**src/rtl/regspi_pkg.sv**
```systemverilog
package regspi_pkg;
  localparam int WORD_W = 8;
  localparam int EDGES  = 2 * WORD_W;
  localparam int EDGE_W = $clog2(EDGES);

  // register byte offsets
  localparam int OFF_CTRL = 'h00;
  localparam int OFF_STAT = 'h04;
  localparam int OFF_SEL  = 'h08;
  localparam int OFF_TX   = 'h0C;
  localparam int OFF_RX   = 'h10;

  // bit positions
  localparam int CB_CPHA  = 7;
  localparam int CB_CPOL  = 6;
  localparam int CB_PSEL  = 5;
  localparam int SB_BUSY  = 0;
  localparam int SB_RXRDY = 2;
  localparam int SEL_CS   = 6;

  typedef struct packed {
    logic load;    // start: capture transmit byte
    logic shift;   // move next bit onto the data output
    logic sample;  // take one bit from the data input
    logic finish;  // last edge: move received byte to buffer
  } spiStb_t;
endpackage

```
**src/rtl/regspi_ctl.sv**
```systemverilog
module regspi_ctl
  import regspi_pkg::*;
#(
  parameter int ADDR_W = 5,
  parameter int DATA_W = 32,
  parameter int PRE_LO = 16,
  parameter int PRE_HI = 128,
  parameter int DIV_W  = 5
) (
  input  logic              clk,
  input  logic              rstN,
  input  logic              regWrEn,
  input  logic              regRdEn,
  input  logic [ADDR_W-1:0] regAddr,
  input  logic [DATA_W-1:0] regWrData,
  output logic [DATA_W-1:0] regRdData,
  input  logic [WORD_W-1:0] rxByte,
  output spiStb_t           stb,
  output logic              xferBusy,
  output logic              sclk,
  output logic              csN
);
  localparam int CNT_W = $clog2(PRE_HI << DIV_W);
  localparam logic [DATA_W-1:0] SEL_RESET = DATA_W'(1) << SEL_CS;

  logic [DATA_W-1:0] ctrlReg, selReg;
  logic              busy, rxReady, xCpol, xCpha;
  logic [CNT_W-1:0]  divCnt, halfLim, nextLim;
  logic [EDGE_W-1:0] edgeCnt;
  logic wrCtrl, wrStat, wrSel, wrTx, rdRx;
  logic start, tick, lastEdge, oddEdge;

  always_comb begin
    wrCtrl   = regWrEn && (regAddr == ADDR_W'(OFF_CTRL));
    wrStat   = regWrEn && (regAddr == ADDR_W'(OFF_STAT));
    wrSel    = regWrEn && (regAddr == ADDR_W'(OFF_SEL));
    wrTx     = regWrEn && (regAddr == ADDR_W'(OFF_TX));
    rdRx     = regRdEn && (regAddr == ADDR_W'(OFF_RX));
    start    = wrTx && !busy;
    tick     = busy && (divCnt == halfLim);
    lastEdge = tick && (edgeCnt == EDGE_W'(EDGES - 1));
    oddEdge  = !edgeCnt[0];
    nextLim  = CNT_W'((ctrlReg[CB_PSEL] ? PRE_HI : PRE_LO)
                      * (int'(ctrlReg[DIV_W-1:0]) + 1) - 1);
    stb.load   = start;
    stb.sample = tick && (xCpha ? !oddEdge : oddEdge);
    stb.shift  = tick && (xCpha ? (oddEdge && (edgeCnt != '0))
                                : (!oddEdge && !lastEdge));
    stb.finish = lastEdge;
  end

  always_ff @(posedge clk) begin
    if (!rstN) begin
      ctrlReg <= '0;
      selReg  <= SEL_RESET;
      busy    <= 1'b0;
      rxReady <= 1'b0;
      xCpol   <= 1'b0;
      xCpha   <= 1'b0;
      divCnt  <= '0;
      halfLim <= '0;
      edgeCnt <= '0;
    end else begin
      if (wrCtrl) ctrlReg <= regWrData;
      if (wrSel)  selReg  <= regWrData;
      if (lastEdge)             rxReady <= 1'b1;
      else if (wrStat || rdRx)  rxReady <= 1'b0;
      if (start) begin
        busy    <= 1'b1;
        divCnt  <= '0;
        edgeCnt <= '0;
        halfLim <= nextLim;
        xCpol   <= ctrlReg[CB_CPOL];
        xCpha   <= ctrlReg[CB_CPHA];
      end else if (busy) begin
        if (tick) begin
          divCnt  <= '0;
          edgeCnt <= edgeCnt + 1'b1;
          if (lastEdge) busy <= 1'b0;
        end else begin
          divCnt <= divCnt + 1'b1;
        end
      end
    end
  end

  always_comb begin
    regRdData = '0;
    case (regAddr)
      ADDR_W'(OFF_CTRL): regRdData = ctrlReg;
      ADDR_W'(OFF_STAT): begin
        regRdData[SB_BUSY]  = busy;
        regRdData[SB_RXRDY] = rxReady;
      end
      ADDR_W'(OFF_SEL):  regRdData = selReg;
      ADDR_W'(OFF_RX):   regRdData[WORD_W-1:0] = rxByte;
      default:           regRdData = '0;
    endcase
  end

  assign xferBusy = busy;
  assign sclk     = busy ? (xCpol ^ edgeCnt[0]) : ctrlReg[CB_CPOL];
  assign csN      = selReg[SEL_CS];
endmodule

```
**src/rtl/regspi_dp.sv**
```systemverilog
module regspi_dp
  import regspi_pkg::*;
(
  input  logic              clk,
  input  logic              rstN,
  input  spiStb_t           stb,
  input  logic [WORD_W-1:0] txData,
  input  logic              miso,
  output logic              mosi,
  output logic [WORD_W-1:0] rxByte
);
  logic [WORD_W-1:0] txShift, rxShift, rxBuf;

  always_ff @(posedge clk) begin
    if (!rstN) begin
      txShift <= '0;
      rxShift <= '0;
      rxBuf   <= '0;
    end else begin
      if (stb.load)       txShift <= txData;
      else if (stb.shift) txShift <= {txShift[WORD_W-2:0], 1'b0};
      if (stb.sample)     rxShift <= {rxShift[WORD_W-2:0], miso};
      if (stb.finish)
        rxBuf <= stb.sample ? {rxShift[WORD_W-2:0], miso} : rxShift;
    end
  end

  assign mosi   = txShift[WORD_W-1];
  assign rxByte = rxBuf;
endmodule

```
**src/rtl/regspi_master.sv**
```systemverilog
module regspi_master
  import regspi_pkg::*;
#(
  parameter int ADDR_W = 5,
  parameter int DATA_W = 32,
  parameter int PRE_LO = 16,
  parameter int PRE_HI = 128,
  parameter int DIV_W  = 5
) (
  input  logic              clk,
  input  logic              rstN,
  input  logic              regWrEn,
  input  logic              regRdEn,
  input  logic [ADDR_W-1:0] regAddr,
  input  logic [DATA_W-1:0] regWrData,
  output logic [DATA_W-1:0] regRdData,
  output logic              sclk,
  output logic              mosi,
  input  logic              miso,
  output logic              csN
);
  spiStb_t           stb;
  logic              xferBusy;
  logic [WORD_W-1:0] rxByte;

  regspi_ctl #(
    .ADDR_W(ADDR_W), .DATA_W(DATA_W), .PRE_LO(PRE_LO),
    .PRE_HI(PRE_HI), .DIV_W(DIV_W)
  ) u_ctl (
    .clk(clk), .rstN(rstN), .regWrEn(regWrEn), .regRdEn(regRdEn),
    .regAddr(regAddr), .regWrData(regWrData), .regRdData(regRdData),
    .rxByte(rxByte), .stb(stb), .xferBusy(xferBusy), .sclk(sclk), .csN(csN)
  );

  regspi_dp u_dp (
    .clk(clk), .rstN(rstN), .stb(stb), .txData(regWrData[WORD_W-1:0]),
    .miso(miso), .mosi(mosi), .rxByte(rxByte)
  );
endmodule

```
**config.mk**
```make
export PLATFORM = sky130hd
export DESIGN_NAME = regspi_master
export DESIGN_NICKNAME = d
export VERILOG_FILES = /design/src/rtl/regspi_pkg.sv /design/src/rtl/regspi_ctl.sv /design/src/rtl/regspi_dp.sv /design/src/rtl/regspi_master.sv
export SDC_FILE = /design/constraint.sdc
export NUM_CORES = 1
export LEC_CHECK = 0
export ABC_AREA = 1
export BUFFER_PORTS_ARGS = -buffer_cell sky130_fd_sc_hd__buf_2
export CAP_MARGIN = 0
export CORE_MARGIN = 5
export CORE_UTILIZATION = 35
export DETAILED_ROUTE_END_ITERATION = 8
export MAX_ROUTING_LAYER = met4
export PLACE_DENSITY_LB_ADDON = 0.15
export SETUP_SLACK_MARGIN = 0.02
export SYNTH_ARGS = -nofsm -noshare
export SYNTH_HDL_FRONTEND = slang
export SYNTH_SLANG_ARGS = --single-unit
```
**constraint.sdc**
```tcl
create_clock -name clk -period 3.3 [get_ports clk]
set_input_delay 0.495 -clock clk [delete_from_list [all_inputs] [get_ports clk]]
set_output_delay 0.495 -clock clk [all_outputs]
set_load 0.02 [all_outputs]
```
==> flow_metrics.tcl <==
set metrics [dict create \
    wl_per_cell_microns 13.8 \
    dieHeight_microns 136 \
    start_util_pct 35.5 \
    cpPeakStageDelay_ns 0.51 \
    cell_at_the_slowest_stage_of_the_critical_path "sky130_fd_sc_hd__fa_1" \
    rows 46 \
    finalHoldViolCount 0 \
    layout_commonest_cell "sky130_fd_sc_hd__nor2_1" \
    critical_path_peak_fanout 6 \
    die_area_sq_um 18600 \
    setup_viol 0 \
    initialDrtViolationCount 237 \
    setup_repair_after_global_routing_missed_its_margin "no" \
    worst_slew_pin_slew_ns 0.626 \
    relSlewSlack_pct 58.0 \
    path_cells "ha_1 > nand3_1 > xor2_1 > nor2_1 > fa_1 > inv_1 > ha_1 > ha_1 > nand2_1 > o21ai_0 > a21oi_1 > xor2_1 > a21oi_1" \
    post-route-cell-area_sq_um 6830 \
    cts_hold_buf 0 \
    mostFrequentLayoutCells "186 x sky130_fd_sc_hd__nor2_1, 117 x sky130_fd_sc_hd__dfxtp_1, 111 x sky130_fd_sc_hd__nand2_1, 92 x sky130_fd_sc_hd__o21ai_0, 76 x sky130_fd_sc_hd__buf_2" \
    share_comb_of_total_power_pct 4.4 \
    finalWirelength_mm 14.9 \
    synth_area_sq_um 5590 \
    yosys_warnings 0 \
    ctsRootBufferMaster "sky130_fd_sc_hd__clkbuf_16" \
    synth-seq-cells 117 \
    power.leakage_uw 0.00296 \
    boundaryPins 77 \
    clk-insertion-delay-late_ns 0.42 \
    clock_input_transition_at_the_sequential_cells_of_the_worst_setup_and_hold_paths_ns 0.06 \
    critical_path_required_ns 3.65 \
    place_congestion 0.823 \
    crit_family "adder cells" \
    cellInternalPower_uw 2700 \
    core_sq_um 15800 \
    grt_pass1_wl_mm 24.4 \
    num_vias 5049 \
    drive_above_1_share_pct 17.4 \
    timing_max_transition_violations_final 0 \
    ys_seq_area_share_pct 41.9 \
    mappedNetlistNets 836 \
    fin_ws_ns 0.575 \
    power.share.switching_pct 22.9 \
    io_buffer_count 76 \
    pwr-share-seq_pct 40.9 \
    clock_path_buffers 2 \
    max-vdd-ir-drop_mv 0.349 \
    cts_setup_buffers 0 \
    setup-tns-final_ns 0 \
    post-route-min-period_ns 2.73 \
    groute.usage.overall_pct 17.4 \
    worstPathArrival_ns 3.07 \
    count_of_instances_resized_after_the_clock_tree_is_built 0 \
    cp-start-kind "flip-flop" \
    clkPwrFrac_pct 54.7 \
    worst-setup-path-type "flip-flop to flip-flop" \
    dp.final_hpwl_mm 10.5 \
    fin_nets 911 \
    power.density_cell_area_nw_per_um2 513 \
    utilization_pct 43.3 \
    clock.fmax_mhz 367 \
    layout-area-overhead-vs-synth_pct 22.1 \
    detailedPlace.worstSlack_ns 0.586 \
    synth_edf_count 0 \
    cts.sink_count 117 \
    hp-class "input pin to flip-flop" \
    number_of_inserted_filler_cells_in_the_final_layout 1661 \
    postRouteAntennaNets 0 \
    fin_crit_sh_pct 82.6 \
    viasPerCell 4.67 \
    largest_net_degree_at_the_start_of_global_routing 67 \
    synth.distinct_cells 39 \
    grt_remaining_overflow 0 \
    yosysTopAreaCellShare_pct 41.9 \
    via_count_of_the_first_global_routing_pass 4788 \
    synth_largest_area_cell "sky130_fd_sc_hd__dfxtp_1" \
    dr.pass1.iters 4 \
    cp.buffers_inverters 1 \
    drt_drc_violations_left 0 \
    cts_buf_count 17 \
    tritoncts "yes" \
    ctsHtreeMaxLevel 4 \
    end_kind "flip-flop" \
    yosys_most_used_dff "sky130_fd_sc_hd__dfxtp_1" \
    die_w_microns 136 \
    cell_area_placed_sq_um 6210 \
    switching_power_uw 803 \
    asyncSetResetFlopFracSynth_pct 0 \
    max_cap_violations 0 \
    cpMostUsedCell "sky130_fd_sc_hd__ha_1" \
    clk_skew_ns 0.00792 \
    number_of_antenna_violations_at_the_first_check_in_global_routing 2 \
    synthTopCellsByArea "sky130_fd_sc_hd__dfxtp_1 42%, sky130_fd_sc_hd__nor2_1 13%, sky130_fd_sc_hd__o21ai_0 8.2%" \
    outcome "finished, final reports clean" \
    synthesis.area_per_instance_sq_um 7.22 \
    postSynthCellCount 775 \
]
## cells by family (layout without fill, tap and decap cells)
logic type | after synthesis | in the layout | synth area share [%]
fa+ha+maj | 19 | 19 | 4.52
xor+xnor | 18 | 18 | 2.82
flops | 117 | 117 | 41.9
compound gates | 165 | 165 | 17.4
buf+inv | 108 | 196 | 7.65
other cells | 0 | 2 | 0
simple gates | 348 | 348 | 25.8
## worst min-delay path: cells and delay by family
family / cells / cell delay, ns
simple gates: 2 / 0.12
buf+inv: 1 / 0.08
## routing by layer
metal | global-route usage, % | vias up | wire, microns
li1 | - | 2663 | -
met1 | 23.6 | 2289 | 7540
met2 | 24.5 | 89 | 6420
met3 | 5.70 | 8 | 831
met4 | 5.66 | 0 | 112
met5 | - | - | 0
## per-stage QoR
| stage | hold WS (ns) | cells | total power (uW) |
|---|---|---|---|
| final | 0.308 | 1081 | 3500 |
| after global routing | 0.307 | 1081 | 3640 |
| after CTS | 0.286 | 1079 | 3560 |
| after detailed placement | 0.465 | 1047 | 1620 |
| after global placement | 0.464 | 1047 | 1620 |
| after floorplan | 0.444 | 775 | 1560 |
## synth_stat cells, types with 3 or more instances
library cell and number:
sky130_fd_sc_hd__o21ai_0 92, sky130_fd_sc_hd__inv_2 4, sky130_fd_sc_hd__buf_2 10, sky130_fd_sc_hd__ha_1 17, sky130_fd_sc_hd__nand2_2 3, sky130_fd_sc_hd__nor2_2 5, sky130_fd_sc_hd__nand3_1 17, sky130_fd_sc_hd__o21ai_2 8
sky130_fd_sc_hd__nand4_1 6, sky130_fd_sc_hd__xnor2_1 7, sky130_fd_sc_hd__xor2_1 11, sky130_fd_sc_hd__dfxtp_1 117, sky130_fd_sc_hd__o211ai_1 5, sky130_fd_sc_hd__nor2_1 187, sky130_fd_sc_hd__clkbuf_1 20, sky130_fd_sc_hd__nand2_1 111
sky130_fd_sc_hd__a21oi_1 28, sky130_fd_sc_hd__o22ai_1 3, sky130_fd_sc_hd__a22o_1 24, sky130_fd_sc_hd__clkinv_1 4, sky130_fd_sc_hd__nor3_1 7, sky130_fd_sc_hd__inv_1 66
## cell type report
cell class | count | area [sq um] | area share, %
tap | 216 | 270 | 3.96
antenna | 2 | 5.00 | 0.0732
sequential | 117 | 2340 | 34.3
multi-input combinational | 550 | 2840 | 41.5
clock buffer | 19 | 443 | 6.48
timing repair buffer | 89 | 478 | 7.00
inverter | 75 | 284 | 4.16
clock inverter | 13 | 173 | 2.53
## registers in the layout, indices dropped and copies added, names as in the netlist
signal,count
u_dp.txShift,8
u_ctl.xCpha,1
u_ctl.halfLim,9
u_ctl.rxReady,1
u_ctl.xferBusy,1
u_ctl.selReg,32
u_dp.rxShift,8
u_dp.rxByte,8
u_ctl.xCpol,1
u_ctl.divCnt,12
u_ctl.edgeCnt,4
u_ctl.ctrlReg,32
## power groups by stage
stage | sequential [uW] | clock, uW | combinational [uW]
6_report | 1430 | 1910 | 154
4_1_cts | 1430 | 1960 | 157
3_5_place_dp | 1470 | 0 | 156
3_3_place_gp | 1460 | 0 | 156
2_1_floorplan | 1460 | 0 | 94.9
5_1_grt | 1440 | 2030 | 178
## worst paths after layout
path,endpoint,cells after the start,slack [ns],from
hold reg to reg,u_ctl.halfLim[7],2,0.47,u_ctl.halfLim[7]
hold / removal,u_ctl.ctrlReg[16],3,0.31,regWrData[16]
setup / recovery,u_ctl.halfLim[11],13,0.57,u_ctl.ctrlReg[0]
setup reg to reg,u_ctl.halfLim[11],13,0.57,u_ctl.ctrlReg[0]
No activity file was read; power rests on OpenSTA's default activity.
